**src/rtl/rst_hs_pkg.sv**
```systemverilog
package rst_hs_pkg;

  // State codes double as err_step values for the wait states.
  typedef enum logic [3:0] {
    ST_IDLE   = 4'd0,
    ST_PREP   = 4'd1,
    ST_CREL   = 4'd2,
    ST_RDY    = 4'd3,
    ST_TXDROP = 4'd4,
    ST_TXACK  = 4'd5,
    ST_TXUP   = 4'd6,
    ST_RXDROP = 4'd7,
    ST_RXACK  = 4'd8,
    ST_RXUP   = 4'd9,
    ST_FDROP  = 4'd10,
    ST_FACK   = 4'd11
  } hs_state_e;

  localparam int MODE_W   = 3;
  localparam int NUM_SYNC = 5;

  // Index of each synchronized input in the shared vector.
  localparam int SI_CACK = 0;
  localparam int SI_TACK = 1;
  localparam int SI_RACK = 2;
  localparam int SI_TST  = 3;
  localparam int SI_RRDY = 4;

  // Phase that follows a finished stage: 0 bring-up, 1 TX cycle, 2 RX cycle.
  function automatic hs_state_e next_phase(input logic [MODE_W-1:0] m,
                                           input logic [1:0] stage);
    if (stage == 2'd0 && m[0]) return ST_TXDROP;
    if (stage <= 2'd1 && m[1]) return ST_RXDROP;
    if (m[2])                  return ST_FDROP;
    return ST_IDLE;
  endfunction

  function automatic logic is_wait(input hs_state_e s);
    return (s >= ST_CREL) && (s <= ST_FACK);
  endfunction

endpackage

```
**src/rtl/rst_hs_sync.sv**
```systemverilog
module rst_hs_sync #(
  parameter int W      = 5,
  parameter int STAGES = 2
) (
  input  logic         clk,
  input  logic         arst_n,
  input  logic [W-1:0] d,
  output logic [W-1:0] q
);
  localparam int LAST = STAGES - 1;

  logic [STAGES-1:0][W-1:0] stg;

  always_ff @(posedge clk or negedge arst_n) begin
    if (!arst_n) begin
      stg <= '0;
    end else begin
      stg[0] <= d;
      for (int i = 1; i < STAGES; i++) stg[i] <= stg[i-1];
    end
  end

  assign q = stg[LAST];
endmodule

```
**src/rtl/rst_hs_tmo.sv**
```systemverilog
module rst_hs_tmo #(
  parameter int W = 16
) (
  input  logic         clk,
  input  logic         arst_n,
  input  logic         restart,
  input  logic [W-1:0] lim,
  output logic         expire
);
  localparam logic [W-1:0] CNT_MAX = '1;

  logic [W-1:0] cnt_q;

  always_ff @(posedge clk or negedge arst_n) begin
    if (!arst_n)               cnt_q <= '0;
    else if (restart)          cnt_q <= '0;
    else if (cnt_q != CNT_MAX) cnt_q <= cnt_q + 1'b1;
  end

  assign expire = (cnt_q >= lim);


  cnt_clr_chk: assert property (@(posedge clk) disable iff (!arst_n)
    restart |=> (cnt_q == '0));
endmodule

```
**src/rtl/rst_hs_fsm.sv**
```systemverilog
module rst_hs_fsm
  import rst_hs_pkg::*;
(
  input  logic              clk,
  input  logic              arst_n,
  input  logic              start,
  input  logic [MODE_W-1:0] mode,
  input  logic              expire,
  input  logic              core_ack_s,
  input  logic              tx_ack_s,
  input  logic              rx_ack_s,
  input  logic              tx_st_s,
  input  logic              rx_rdy_s,
  output logic              core_req_n,
  output logic              tx_req_n,
  output logic              rx_req_n,
  output logic              busy,
  output logic              done,
  output logic              err,
  output logic [3:0]        err_step,
  output logic              restart
);
  hs_state_e         st_q, st_d;
  logic [MODE_W-1:0] mode_q;
  logic              met, wait_st, step_ok, tmo_hit, start_acc, finish;

  assign start_acc = (st_q == ST_IDLE) && start;
  assign wait_st   = is_wait(st_q);
  assign step_ok   = wait_st && met;
  assign tmo_hit   = wait_st && !met && expire;
  assign busy      = (st_q != ST_IDLE);

  always_comb begin
    unique case (st_q)
      ST_CREL:   met = core_ack_s;
      ST_RDY:    met = tx_st_s && rx_rdy_s;
      ST_TXDROP: met = !tx_st_s;
      ST_TXACK:  met = !tx_ack_s;
      ST_TXUP:   met = tx_st_s;
      ST_RXDROP: met = !rx_rdy_s;
      ST_RXACK:  met = !rx_ack_s;
      ST_RXUP:   met = rx_rdy_s;
      ST_FDROP:  met = !tx_st_s && !rx_rdy_s;
      ST_FACK:   met = !core_ack_s;
      default:   met = 1'b0;
    endcase
  end

  always_comb begin
    st_d = st_q;
    if (start_acc)              st_d = ST_PREP;
    else if (st_q == ST_PREP)   st_d = ST_CREL;
    else if (tmo_hit)           st_d = ST_IDLE;
    else if (step_ok) begin
      unique case (st_q)
        ST_CREL:   st_d = ST_RDY;
        ST_RDY:    st_d = next_phase(mode_q, 2'd0);
        ST_TXDROP: st_d = ST_TXACK;
        ST_TXACK:  st_d = ST_TXUP;
        ST_TXUP:   st_d = next_phase(mode_q, 2'd1);
        ST_RXDROP: st_d = ST_RXACK;
        ST_RXACK:  st_d = ST_RXUP;
        ST_RXUP:   st_d = next_phase(mode_q, 2'd2);
        ST_FDROP:  st_d = ST_FACK;
        default:   st_d = ST_IDLE;
      endcase
    end
  end

  assign finish  = step_ok && (st_d == ST_IDLE);
  assign restart = (st_d != st_q);

  always_ff @(posedge clk or negedge arst_n) begin
    if (!arst_n) begin
      st_q       <= ST_IDLE;
      mode_q     <= '0;
      core_req_n <= 1'b0;
      tx_req_n   <= 1'b0;
      rx_req_n   <= 1'b0;
      done       <= 1'b0;
      err        <= 1'b0;
      err_step   <= '0;
    end else begin
      st_q <= st_d;
      done <= finish;
      if (start_acc) begin
        mode_q   <= mode;
        err      <= 1'b0;
        err_step <= '0;
        tx_req_n <= 1'b1;
        rx_req_n <= 1'b1;
      end
      if (st_q == ST_PREP) core_req_n <= 1'b1;
      if (step_ok) begin
        if (st_d == ST_TXDROP) tx_req_n   <= 1'b0;
        if (st_d == ST_RXDROP) rx_req_n   <= 1'b0;
        if (st_d == ST_FDROP)  core_req_n <= 1'b0;
        if (st_q == ST_TXACK)  tx_req_n   <= 1'b1;
        if (st_q == ST_RXACK)  rx_req_n   <= 1'b1;
      end
      if (tmo_hit) begin
        err        <= 1'b1;
        err_step   <= st_q;
        core_req_n <= 1'b0;
        tx_req_n   <= 1'b0;
        rx_req_n   <= 1'b0;
      end
    end
  end


  core_rel_chk: assert property (@(posedge clk) disable iff (!arst_n)
    $rose(core_req_n) |-> (tx_req_n && rx_req_n));


  tx_rel_chk: assert property (@(posedge clk) disable iff (!arst_n)
    ($rose(tx_req_n) && $past(st_q) == ST_TXACK) |-> $past(!tx_ack_s));


  rx_rel_chk: assert property (@(posedge clk) disable iff (!arst_n)
    ($rose(rx_req_n) && $past(st_q) == ST_RXACK) |-> $past(!rx_ack_s));


  done_pulse_chk: assert property (@(posedge clk) disable iff (!arst_n)
    done |=> !done);


  tmo_safe_chk: assert property (@(posedge clk) disable iff (!arst_n)
    $rose(err) |-> (!core_req_n && !tx_req_n && !rx_req_n && !busy && !done));


  err_sticky_chk: assert property (@(posedge clk) disable iff (!arst_n)
    (err && !start_acc) |=> err);


  mode_hold_chk: assert property (@(posedge clk) disable iff (!arst_n)
    (busy && start) |=> $stable(mode_q));
endmodule

```
**src/rtl/rst_hs_seq.sv**
```systemverilog
module rst_hs_seq
  import rst_hs_pkg::*;
#(
  parameter int TMO_W       = 16,
  parameter int SYNC_STAGES = 2
) (
  input  logic              clk,
  input  logic              arst_n,
  input  logic              start,
  input  logic [MODE_W-1:0] mode,
  input  logic [TMO_W-1:0]  tmo_lim,
  input  logic              core_ack_n,
  input  logic              tx_ack_n,
  input  logic              rx_ack_n,
  input  logic              tx_stable,
  input  logic              rx_ready,
  output logic              core_req_n,
  output logic              tx_req_n,
  output logic              rx_req_n,
  output logic              busy,
  output logic              done,
  output logic              err,
  output logic [3:0]        err_step
);
  logic [NUM_SYNC-1:0] raw_in, sync_in;
  logic                restart, expire;

  always_comb begin
    raw_in          = '0;
    raw_in[SI_CACK] = core_ack_n;
    raw_in[SI_TACK] = tx_ack_n;
    raw_in[SI_RACK] = rx_ack_n;
    raw_in[SI_TST]  = tx_stable;
    raw_in[SI_RRDY] = rx_ready;
  end

  rst_hs_sync #(.W(NUM_SYNC), .STAGES(SYNC_STAGES)) u_sync (
    .clk(clk), .arst_n(arst_n), .d(raw_in), .q(sync_in));

  rst_hs_tmo #(.W(TMO_W)) u_tmo (
    .clk(clk), .arst_n(arst_n), .restart(restart), .lim(tmo_lim),
    .expire(expire));

  rst_hs_fsm u_fsm (
    .clk(clk), .arst_n(arst_n), .start(start), .mode(mode), .expire(expire),
    .core_ack_s(sync_in[SI_CACK]), .tx_ack_s(sync_in[SI_TACK]),
    .rx_ack_s(sync_in[SI_RACK]), .tx_st_s(sync_in[SI_TST]),
    .rx_rdy_s(sync_in[SI_RRDY]),
    .core_req_n(core_req_n), .tx_req_n(tx_req_n), .rx_req_n(rx_req_n),
    .busy(busy), .done(done), .err(err), .err_step(err_step),
    .restart(restart));
endmodule

```
**config.mk**
```make
export PLATFORM = sky130hd
export DESIGN_NAME = rst_hs_seq
export DESIGN_NICKNAME = d
export VERILOG_FILES = /design/src/rtl/rst_hs_pkg.sv /design/src/rtl/rst_hs_sync.sv /design/src/rtl/rst_hs_tmo.sv /design/src/rtl/rst_hs_fsm.sv /design/src/rtl/rst_hs_seq.sv
export SDC_FILE = /design/constraint.sdc
export NUM_CORES = 1
export LEC_CHECK = 0
export CORE_ASPECT_RATIO = 1.75
export CORE_MARGIN = 2
export CORE_UTILIZATION = 23
export DETAILED_ROUTE_END_ITERATION = 10
export SLEW_MARGIN = 20
export SYNTH_ARGS = -nofsm -noshare
export SYNTH_HDL_FRONTEND = slang
export SYNTH_SLANG_ARGS = --single-unit
export TNS_END_PERCENT = 10
```
**constraint.sdc**
```tcl
create_clock -name clk -period 2.42 [get_ports clk]
set_input_delay 0.242 -clock clk [delete_from_list [all_inputs] [get_ports clk]]
set_output_delay 0.242 -clock clk [all_outputs]
set_load 0.02 [all_outputs]
```
Word-level counts from Yosys, hierarchy flattened
Cells that the tools add are included.
{ "totals": {"input_bits": 27, "regBits": 42, "output_inout_bits": 10, "word_cells": 125} }
{ "op_classes": {"magnitude_cmp": 3, "n_addsub": 1, "eq_ne": 16, "n_reduce_logical": 19, "n_mux": 75} }
{ "op_table": {"columns": ["operator", "count"], "rows": [
  ["$mux W4", 18],
  ["$mux W1", 53],
  ["$pmux W4 S9", 1],
  ["$mux W16", 2],
  ["$eq A4 B3 Y1 const B", 6],
  ["$eq A4 B4 Y1 const B", 5],
  ["$add A16 B1 Y16 const B", 1],
  ["$ge A16 B16 Y1", 1],
  ["$ne A16 B16 Y1 const B", 1],
  ["$pmux W1 S10", 1],
  ["$eq A4 B2 Y1 const B", 2],
  ["$logic_and A1 B1 Y1", 8],
  ["$logic_not A4 Y1", 2],
  ["$logic_not A1 Y1", 6],
  ["$eq A4 B1 Y1 const B", 1],
  ["$ge A4 B2 Y1 const B", 1],
  ["$le A4 B4 Y1 const B", 1],
  ["$ne A4 B4 Y1", 1],
  ["$reduce_bool A2 Y1", 2],
  ["$reduce_bool A4 Y1", 1]
]} }

Longest topological paths before layout
Gate-level depths: netlist (run 1).
{ "logic_depth": {"word_depth": 35, "ltp_mapped": 12, "depth_no_buf": 9} }

By module
Synthesis (run 1) repeated with hierarchy kept, for this count alone.
{ "hier_totals": {"hier_cells": 301, "hier_area_um2": 2726.4} }
{ "modules_own_cells": {"columns": ["module", "seq_area_each_um2", "cells_each", "instances", "area_each_um2"], "rows": [
  ["rst_hs_tmo", 400.4, 146, 1, 1262.5],
  ["rst_hs_fsm", 400.4, 140, 1, 1176.1],
  ["rst_hs_sync", 250.2, 15, 1, 287.8]
]} }

Worst setup path after synthesis (run 1)
OpenSTA, ideal clock, no wires.
{ "synth_timing": {"kind": "flip-flop to flip-flop", "from": "register u_fsm.st_q[2]", "to": "register u_tmo.cnt_q[10]", "path_buffers": 2, "synth_period_minus_slack_ns": 2.459, "required_time_ns": 2.340, "slack_ns": -0.039, "setup_time_ns": 0.080, "arrival_ns": 2.378, "stages_incl_launch_ff": 12, "cell_sequence": "dfrtp_1 inv_1 ha_1 inv_2 o22ai_1 a211o_1 o31ai_1 and4_1 buf_6 mux2_4 buf_12 nor3_2"} }
{ "synth_via": {"elab_chain_len": 10, "elab_cells_between_ends": 29, "cone_classes": "order compare (2); eq/ne (12); mux (7); reduce/logical (8)"} }
{ "synth_rtl": {"columns": ["item", "line", "source"], "rows": [
  ["from (decl)", "rst_hs_fsm.sv:23", "hs_state_e st_q, st_d;"],
  ["from (signal assigned)", "rst_hs_fsm.sv:84", "st_q <= st_d;"],
  ["$eq A4 B4 Y1, or another cell as far along", "rst_hs_fsm.sv:34", "unique case (st_q)"],
  ["$pmux W1 S10", "rst_hs_fsm.sv:34", null],
  ["$logic_not A1 Y1", "rst_hs_fsm.sv:30", "assign tmo_hit = wait_st && !met && expire;"],
  ["$logic_and A1 B1 Y1 (2 in a row)", "rst_hs_fsm.sv:30", null],
  ["$mux W4", "rst_hs_fsm.sv:53", "else if (tmo_hit) st_d = ST_IDLE;"],
  ["$mux W4", "rst_hs_fsm.sv:52", "else if (st_q == ST_PREP) st_d = ST_CREL;"],
  ["$mux W4", "rst_hs_fsm.sv:51", "if (start_acc) st_d = ST_PREP;"],
  ["$ne A4 B4 Y1 (*)", "rst_hs_fsm.sv:71", "assign restart = (st_d != st_q);"],
  ["$mux W16 / $reduce_bool A2 Y1 (equally long branches)", null, null],
  ["to (signal assigned)", "rst_hs_tmo.sv:17", "else if (cnt_q != CNT_MAX) cnt_q <= cnt_q + 1'b1;"],
  ["to (decl)", "rst_hs_tmo.sv:12", "logic [W-1:0] cnt_q;"]
]} }
Mark *: on every way between the ends. The rest lies on a longest branch, timed or not.
A chain may end at the register's enable or synchronous reset.

Worst setup path in the final report (run 1)
{ "layout_timing": {"from": "register u_fsm.st_q[2]", "to": "register u_tmo.cnt_q[3]"} }
Same word-level chain as after synthesis.

==> reports/qor.yml, run 1 <==
ys_ff_latch: 42
grt_first_pass_wirelength_um: 10950
antenna_found_initial: 0
die_h_um: 148.9
clk_latency_ns: 0.29
hold_viol: 0
drcViolationCount: 0
h-tree-depth: 2
pwr-share-seq_pct: 23.7
start_util_pct: 23.25
syn_area_um2: 2760
worst_pin_slew_ns: 0.9357
fin_worst_skew_ns: 0.006421
synth_top_area_share_pct: 38.08
post_synth_num_cell_types: 63
cts-root-buf: "clkbuf_16"
avgSynthCellArea_um2: 9.651
ioPinCount: 37
routed_wl_um: 6844
status: "complete, no violations"
io_buffers: 36
max_cap_viol_count: 0
place_hpwl_um: 5088
nets: 408
yosys_warnings: 0
ys_async_sr_fraction_pct: 100.0
finalSetupTns_ns: 0
p_int_mw: 2.356
area_growth_pct: 39.76
clock_sinks: 42
muxShareOfSynthArea_pct: 2.176
synth.area.top_cells: "dfrtp_1 38%, ha_1 9.5%, nor3_2 3.6%"
hp-class: "in -> async"
cts.hold.buffers_added: 0
synth_simple_gate_area_share_pct: 24.25
vias_per_cell: 4.739
synth_nets: 334
n_fill_cell: 1202
num_rows: 53
cp-start-kind: "register"
swShare_pct: 40.46
path_clk_slew_ns: 0.06
grt.overflow.total: 0
drt-pass1-iter-count: 4
combinationalPowerShare_pct: 59.1
cts_made_buffers: 5
final_util_pct: 32.50
clock_path_buffers: 2
worstSetupPathType: "reg -> reg"
yosysTopAreaCell: "dfrtp_1"
timing.final.crit_share_pct: 99.07
cts_tree: "yes"
drive_gt1_share_pct: 29.36
synth_adder_area_share_pct: 9.519
synth_xor_area_share_pct: 4.760
rrSetupSlack_ns: 0.02
wl_per_cell_um: 13.74
worst-r2r-cell-count: 10
synth_top_family_by_area: "simple AND/OR/NAND/NOR gates"
r2r-end: "u_tmo.cnt_q[3]"
dp_cells: 481
core-area_um2: 11870
seq_area_frac_synth_pct: 38.08
synth_edf_count: 0
fin_crit_ns: 2.397
n_antenna_cell: 0
setup_viol: 0
p_leak_nw: 1.715
place.gp.congestion: 0.8646
final_common_cell: "dfrtp_1"
fmax_mhz: 417.1
layout_common_cells: "39 x dfrtp_1, 38 x buf_4, 35 x clkdlybuf4s50_1, 24 x nand2_1"
die_w_um: 86.81
slew_headroom_pct: 37.62
grt_pass1_vias: 2383
arrival_ns: 2.61
timing.rr.start: "u_fsm.st_q[2]"
die-area_um2: 12930
grt_usage_pct: 10.75
cp_max_fo: 8
stdcell_count: 498
ant_nets: 0
ir_drop_v: 0.0004606
critPathRequiredTime_ns: 2.63
drv_slew: 0
synthFlopType: "dfrtp_1"
grt_max_degree: 43
clkPwrFrac_pct: 17.2
rsz0062_at_grt: "yes"
end_kind: "register"
synth-compound-area-share_pct: 14.19
vias: 2360
switchingPower_mw: 1.601
syn_inst: 286
power_density_nw_per_um2: 1026
first_iter_violations: 98
cells by family (layout without fill, tap and decap cells):
group	after synthesis	in the layout
AND/OR/NAND/NOR	110	110
multiplexers	5	5
flip-flops	42	42
buffers and inverters	35	110
AO/OA/AOI/OAI	58	58
XOR/XNOR	15	15
adder cells (fa/ha/maj)	21	21
flip-flops by register name (all words and copies together) (netlist names):
register          count
u_fsm.core_req_n      1
u_fsm.done            1
u_fsm.err             1
u_fsm.err_step        4
u_fsm.mode_q          3
u_fsm.rx_req_n        1
u_fsm.st_q            4
u_fsm.tx_req_n        1
u_sync.q              5
u_sync.stg            5
u_tmo.cnt_q          16
per-stage QoR:
| stage | power (mW) | hold slack (ns) | setup slack [ns] | cell area (µm²) |
|---|---|---|---|---|
| floorplan | 2.194 | -0.05359 | 0.01033 | 2763 |
| global placement | 2.832 | 0.3328 | -0.3168 | 3446 |
| detailed placement | 2.854 | 0.3355 | -0.4122 | 3446 |
| CTS | 3.710 | 0.1348 | -0.01474 | 3685 |
| global route | 4.249 | 0.1899 | -0.07158 | 3857 |
| finish | 3.956 | 0.09748 | 0.02259 | 3857 |
synth_stat cells (3+ instances only):
cell      number
a21o_1         4
a21oi_1       12
and2_1         4
and3_1         6
buf_4          3
buf_6          3
dfrtp_1       42
ha_1          21
inv_1         23
mux2i_1        3
nand2_1       24
nand2b_1       4
nand3_1       11
nand4_1        4
nor2_1         9
nor2b_1        3
nor3_1        13
nor3_2        10
o21ai_0       17
o22ai_1        3
xnor2_1        8
xor2_1         7
power by group through the flow:
| stage | Combinational, mW | Sequential (mW) | Clock (mW) |
|---|---|---|---|
| global placement | 1.90 | 0.931 | 0 |
| floorplan | 1.25 | 0.948 | 0 |
| CTS | 2.06 | 0.936 | 0.710 |
| global route | 2.55 | 0.955 | 0.746 |
| finish | 2.34 | 0.938 | 0.680 |
| detailed placement | 1.92 | 0.935 | 0 |
how the worst max path moves through the flow:
| stage | start | end | slack [ns] | cells after the start |
|---|---|---|---|---|
| 6_report | u_fsm.st_q[2] | u_tmo.cnt_q[3] | 0.02 | 10 |
| 5_1_grt | u_fsm.st_q[3] | u_tmo.cnt_q[8] | -0.07 | 11 |
| 4_1_cts | u_fsm.st_q[2] | u_tmo.cnt_q[2] | -0.01 | 10 |
| 3_5_place_dp | tmo_lim[0] | u_tmo.cnt_q[14] | -0.41 | 9 |
| 3_3_place_gp | tmo_lim[13] | u_tmo.cnt_q[14] | -0.32 | 10 |
| 2_1_floorplan | u_fsm.st_q[3] | u_tmo.cnt_q[10] | 0.01 | 11 |
per-layer routing:
metal | vias to the layer above | global-route usage [%] | routed length, µm
met2 | 45 | 20.08 | 3893
li1 | 1168 | - | -
met5 | - | 0 | 0
met4 | 0 | 5.078 | 216
met1 | 1130 | 11.05 | 2520
met3 | 17 | 2.214 | 213
worst max-delay path, stage by stage, from the launching register on:
cell,delay (ns)
dfrtp_2,0.43
inv_4,0.06
ha_4,0.16
inv_4,0.08
o22ai_2,0.07
a211o_1,0.37
o31ai_2,0.24
and4_4,0.26
mux2_4,0.37
buf_12,0.17
nor3_4,0.10
what timing repair did:
action,4_1_cts,5_1_grt
endpoints found under the hold margin,0,0
pin swaps,6,22
resized for setup,15,25
endpoints found under the setup margin,21,18
setup buffers,3,6
cell type report:
class	count	area [µm²]	area share [%]
Sequential cell	42	1055	27.34
Clock buffer	7	142.6	3.698
Multi-Input combinational cell	209	1675	43.43
Tap cell	137	171.4	4.444
Clock inverter	1	8.758	0.2271
Timing Repair Buffer	78	703.2	18.23
Inverter	24	101.3	2.627
Note: power is estimated with default switching activity, not from simulation.
==> run 2, diff against run 1 <==
--- a/config.mk
+++ b/config.mk
@@ -7,8 +7,9 @@
 export LEC_CHECK = 0
 export CORE_ASPECT_RATIO = 1.75
 export CORE_MARGIN = 2
-export CORE_UTILIZATION = 23
+export CORE_UTILIZATION = 45
 export DETAILED_ROUTE_END_ITERATION = 10
+export PLACE_DENSITY = 0.7
 export SLEW_MARGIN = 20
 export SYNTH_ARGS = -nofsm -noshare
 export SYNTH_HDL_FRONTEND = slang
==> reports/qor.yml, run 2 (synthesis results as in run 1) <==
vias_per_cell: 5.446
p_leak_nw: 1.716
antenna_found_initial: 0
routed_wl_um: 6774
n_fill_cell: 544
drt-pass1-iter-count: 4
end_kind: "register"
max_cap_viol_count: 0
arrival_ns: 2.61
drv_slew: 0
die-area_um2: 6801
cp-start-kind: "register"
n_antenna_cell: 0
core-area_um2: 5926
finalSetupTns_ns: -0.006418
layout_common_cells: "42 x dfrtp_1, 35 x clkdlybuf4s50_1, 35 x buf_4, 24 x nand2_1, 22 x inv_1"
cts_tree: "yes"
wl_per_cell_um: 15.43
hold_viol: 0
grt_max_degree: 43
setup_viol: 1
drcViolationCount: 0
die_w_um: 63.20
ioPinCount: 37
timing.final.crit_share_pct: 100.3
cts-root-buf: "clkbuf_8"
clock_path_buffers: 2
cts.hold.buffers_added: 0
worst-r2r-cell-count: 12
grt_first_pass_wirelength_um: 10940
rsz0062_at_grt: "yes"
h-tree-depth: 2
path_clk_slew_ns: 0.08
fmax_mhz: 412.1
worstSetupPathType: "reg -> reg"
hp-class: "in -> async"
start_util_pct: 46.58
power_density_nw_per_um2: 1036
grt_usage_pct: 20.54
vias: 2391
place.gp.congestion: 0.9234
area_growth_pct: 35.68
clock_sinks: 42
place_hpwl_um: 4813
io_buffers: 36
status: "finished, violations left"
dpl_worst_slack_ns: -0.3812
nets: 408
drive_gt1_share_pct: 26.87
fin_worst_skew_ns: 0.007175
clk_latency_ns: 0.30
cp_max_fo: 6
ir_drop_v: 0.0006748
fin_crit_ns: 2.426
ant_nets: 0
final_common_cell: "dfrtp_1"
largest_reg_flops: 16
grt_pass1_vias: 2441
grt.overflow.total: 0
critPathRequiredTime_ns: 2.60
largest-register: "u_tmo.cnt_q"
die_h_um: 107.6
cts_made_buffers: 5
worst_pin_slew_ns: 0.9423
first_iter_violations: 71
slew_headroom_pct: 37.18
fin_ws_ns: -0.006418
violations: "negative setup slack"
num_rows: 37
run 2: changes by cell type in the layout (fill, tap and decap cells not counted), sizes merged:
| cell | change |
|---|---|
| clkinvlp | +1 |
| bufinv | +1 |
| clkbuf | -2 |
| buf | -1 |
| mux2 | +1 |
run 2: timing repair:
item,4_1_cts,5_1_grt
buffers inserted,1,3
pin swaps,5,21
setup endpoints to repair,18,21
resized for setup,8,24
gates cloned,1,0
run 2: final cells by class:
| cell class | instances | area, µm² | share of cell area, % |
|---|---|---|---|
| tap | 78 | 97.59 | 2.606 |
| clock inverter | 3 | 45.04 | 1.203 |
| timing repair buffer | 77 | 703.2 | 18.78 |
| sequential | 42 | 1051 | 28.07 |
| inverter | 24 | 92.59 | 2.472 |
| clock buffer | 5 | 68.82 | 1.838 |
| multi-input combinational | 210 | 1687 | 45.04 |
run 2: final timing paths:
path                                from              to  slack (ns)
min in group clk           u_sync.stg[4]     u_sync.q[4]        0.35
hold / removal                    arst_n   u_sync.stg[1]        0.08
hold reg to reg            u_sync.stg[4]     u_sync.q[4]        0.35
setup reg to reg           u_fsm.st_q[2]  u_fsm.rx_req_n      -0.006
max in group asynchronous         arst_n   u_fsm.st_q[3]        1.75
setup / recovery           u_fsm.st_q[2]  u_fsm.rx_req_n      -0.006
run 2: metal layers:
metal | up-vias | GRT usage (%) | wire [µm]
met5 | - | 0 | 0
met4 | 0 | 7.764 | 174
met3 | 14 | 2.615 | 181
met2 | 51 | 41.34 | 3869
met1 | 1160 | 20.85 | 2549
li1 | 1166 | - | -
run 2: critical path, stage by stage, from the launching register on:
cell     delay, ns
dfrtp_1       0.42
inv_2         0.13
buf_12        0.11
ha_4          0.17
buf_6         0.10
nand3_2       0.05
o31a_1        0.12
o22ai_2       0.25
o21ai_1       0.11
buf_4         0.18
mux2_4        0.34
o32ai_2       0.25
a21oi_1       0.09
run 2: stage by stage:
stage	instance area (µm²)	util (%)	instances	hold slack, ns	power (mW)
after floorplan	2763	-	286	-0.05359	2.194
after global placement	3402	57.41	426	0.3326	2.844
after detailed placement	3402	57.41	426	0.3347	2.868
after CTS	3578	60.39	436	0.1067	3.552
after global routing	3745	63.20	439	0.1578	4.102
final	3745	63.20	439	0.08486	3.881
run 2: report_power, final:
part | switching, mW | internal [mW] | leakage (nW) | total (mW)
registers | 0.102 | 0.823 | 0.533 | 0.925
logic | 1.25 | 1.14 | 1.13 | 2.39
clock network | 0.260 | 0.307 | 0.0504 | 0.567
==> run 3, diff against run 2 <==
--- a/config.mk
+++ b/config.mk
@@ -6,8 +6,8 @@
 export NUM_CORES = 1
 export LEC_CHECK = 0
 export CORE_ASPECT_RATIO = 1.75
-export CORE_MARGIN = 2
 export CORE_UTILIZATION = 45
+export CTS_CLUSTER_SIZE = 40
 export DETAILED_ROUTE_END_ITERATION = 10
 export PLACE_DENSITY = 0.7
 export SLEW_MARGIN = 20
==> reports/qor.yml, run 3 (synthesis results as in run 1) <==
n_antenna_cell: 0
vias_per_cell: 5.459
largest-register: "u_tmo.cnt_q"
first_iter_violations: 83
finalSetupTns_ns: -0.03416
antenna_found_initial: 0
critPathRequiredTime_ns: 2.64
vias: 2413
fin_ws_ns: -0.008953
place_hpwl_um: 5059
n_fill_cell: 519
grt_first_pass_wirelength_um: 10700
grt_busiest_layer: "met2"
grtUsageMet2_pct: 43.17
slew_headroom_pct: 37.37
die-area_um2: 6463
io_buffers: 36
cts.hold.buffers_added: 0
dp_cells: 429
nets: 411
place.gp.congestion: 0.9181
ioPinCount: 37
final_area_um2: 3692
num_rows: 37
fin_crit_ns: 2.429
worstSetupPathType: "reg -> reg"
final_util_pct: 62.80
cp_max_fo: 7
clock_path_buffers: 2
placed_area_um2: 3412
arrival_ns: 2.65
wl_per_cell_um: 15.35
multi_input_area_um2: 1644
layout_common_cells: "42 x buf_4, 42 x dfrtp_1, 35 x clkdlybuf4s50_1, 24 x nand2_1, 21 x inv_1"
regArea_um2: 1051
cpMaxStageDelayCell: "dfrtp_1"
core-area_um2: 5879
drt-pass1-iter-count: 4
area_growth_pct: 33.77
grt_max_degree: 43
cts-root-buf: "clkbuf_8"
drive_gt1_share_pct: 26.92
fmax_mhz: 411.7
rsz0062_at_grt: "yes"
status: "finished, violations left"
grt_use_met1_pct: 21.74
h-tree-depth: 2
cp_num_buf_inv: 4
largest_reg_flops: 16
crit_family: "buffers and inverters"
switchingPower_mw: 1.551
grt.overflow.total: 0
clkPwrFrac_pct: 14.9
timing.final.crit_share_pct: 100.4
pwr-share-seq_pct: 24.6
routed_wl_um: 6786
worst_pin_slew_ns: 0.9395
end_kind: "register"
fin_worst_skew_ns: 0.007274
drv_slew: 0
drcViolationCount: 0
combinationalPowerShare_pct: 60.5
clk_latency_ns: 0.30
path_clk_slew_ns: 0.09
violations: "negative setup slack"
crit_path_frequent_cell: "buf_4"
die_w_um: 61.20
start_util_pct: 46.95
crit_path_cell_trace: "inv_2, ha_4, buf_4, nand2_2, a21oi_1, a31o_1, buf_4, mux2i_1, nor3_2, o21ai_4, buf_4, nor4_2"
cts_made_buffers: 5
cts_tree: "yes"
max_cap_viol_count: 0
power_density_nw_per_um2: 1029
p_leak_nw: 1.738
max_stage_delay_ns: 0.44
swShare_pct: 40.83
clock_sinks: 42
hp-class: "in -> async"
grt_pass1_vias: 2467
use_met3_pct: 3.436
die_h_um: 105.6
cp-start-kind: "register"
hold_viol: 0
ir_drop_v: 0.0007607
p_int_mw: 2.248
ant_nets: 0
setup_viol: 5
stdcell_count: 442
grt_usage_pct: 22.45
[run 3: what timing repair did]
| action | 4_1_cts | 5_1_grt |
|---|---|---|
| setup endpoints to repair | 18 | 20 |
| gates resized for setup | 9 | 15 |
| hold endpoints to repair | 0 | 0 |
| pin swaps | 4 | 4 |
| buffers inserted | 2 | 2 |
| cloned | 1 | 0 |
[run 3: worst paths after layout]
check	depth (start not counted)	start	slack (ns)	end
setup / recovery	12	u_fsm.st_q[2]	-0.009	u_tmo.cnt_q[14]
hold / removal	1	arst_n	0.08	u_fsm.mode_q[1]
setup reg to reg	12	u_fsm.st_q[2]	-0.009	u_tmo.cnt_q[14]
hold reg to reg	0	u_sync.stg[2]	0.35	u_sync.q[2]
max in group asynchronous	1	arst_n	1.75	u_fsm.st_q[2]
min in group clk	0	u_sync.stg[2]	0.35	u_sync.q[2]
[run 3: power groups by stage]
| stage | Sequential, mW | Combinational (mW) | Clock, mW |
|---|---|---|---|
| finish | 0.933 | 2.30 | 0.566 |
| global route | 0.950 | 2.47 | 0.610 |
| CTS | 0.928 | 2.07 | 0.578 |
| detailed placement | 0.935 | 1.96 | 0 |
| global placement | 0.932 | 1.93 | 0 |
| floorplan | 0.948 | 1.25 | 0 |
[run 3: routing by layer]
| layer | vias to the layer above | part of all wire, % |
|---|---|---|
| li1 | 1174 | - |
| met1 | 1156 | 36 |
| met2 | 66 | 57 |
| met3 | 17 | 3.4 |
| met4 | 0 | 3.5 |
| met5 | - | 0 |
[run 3: area by class of cell]
cell class,instances,area share (%)
tap,78,2.643
sequential,42,28.46
timing repair buffer,80,18.77
clock inverter,3,1.220
inverter,24,2.508
multi-input combinational,210,44.53
clock buffer,5,1.864
[run 3: per-stage QoR]
| step | power, mW | hold slack [ns] | setup slack [ns] |
|---|---|---|---|
| 6_report | 3.800 | 0.07503 | -0.008953 |
| 5_1_grt | 4.035 | 0.1617 | -0.1139 |
| 4_1_cts | 3.574 | 0.1086 | 0.01736 |
| 3_5_place_dp | 2.892 | 0.3362 | -0.3894 |
| 3_3_place_gp | 2.862 | 0.3325 | -0.3330 |
| 2_1_floorplan | 2.194 | -0.05359 | 0.01033 |
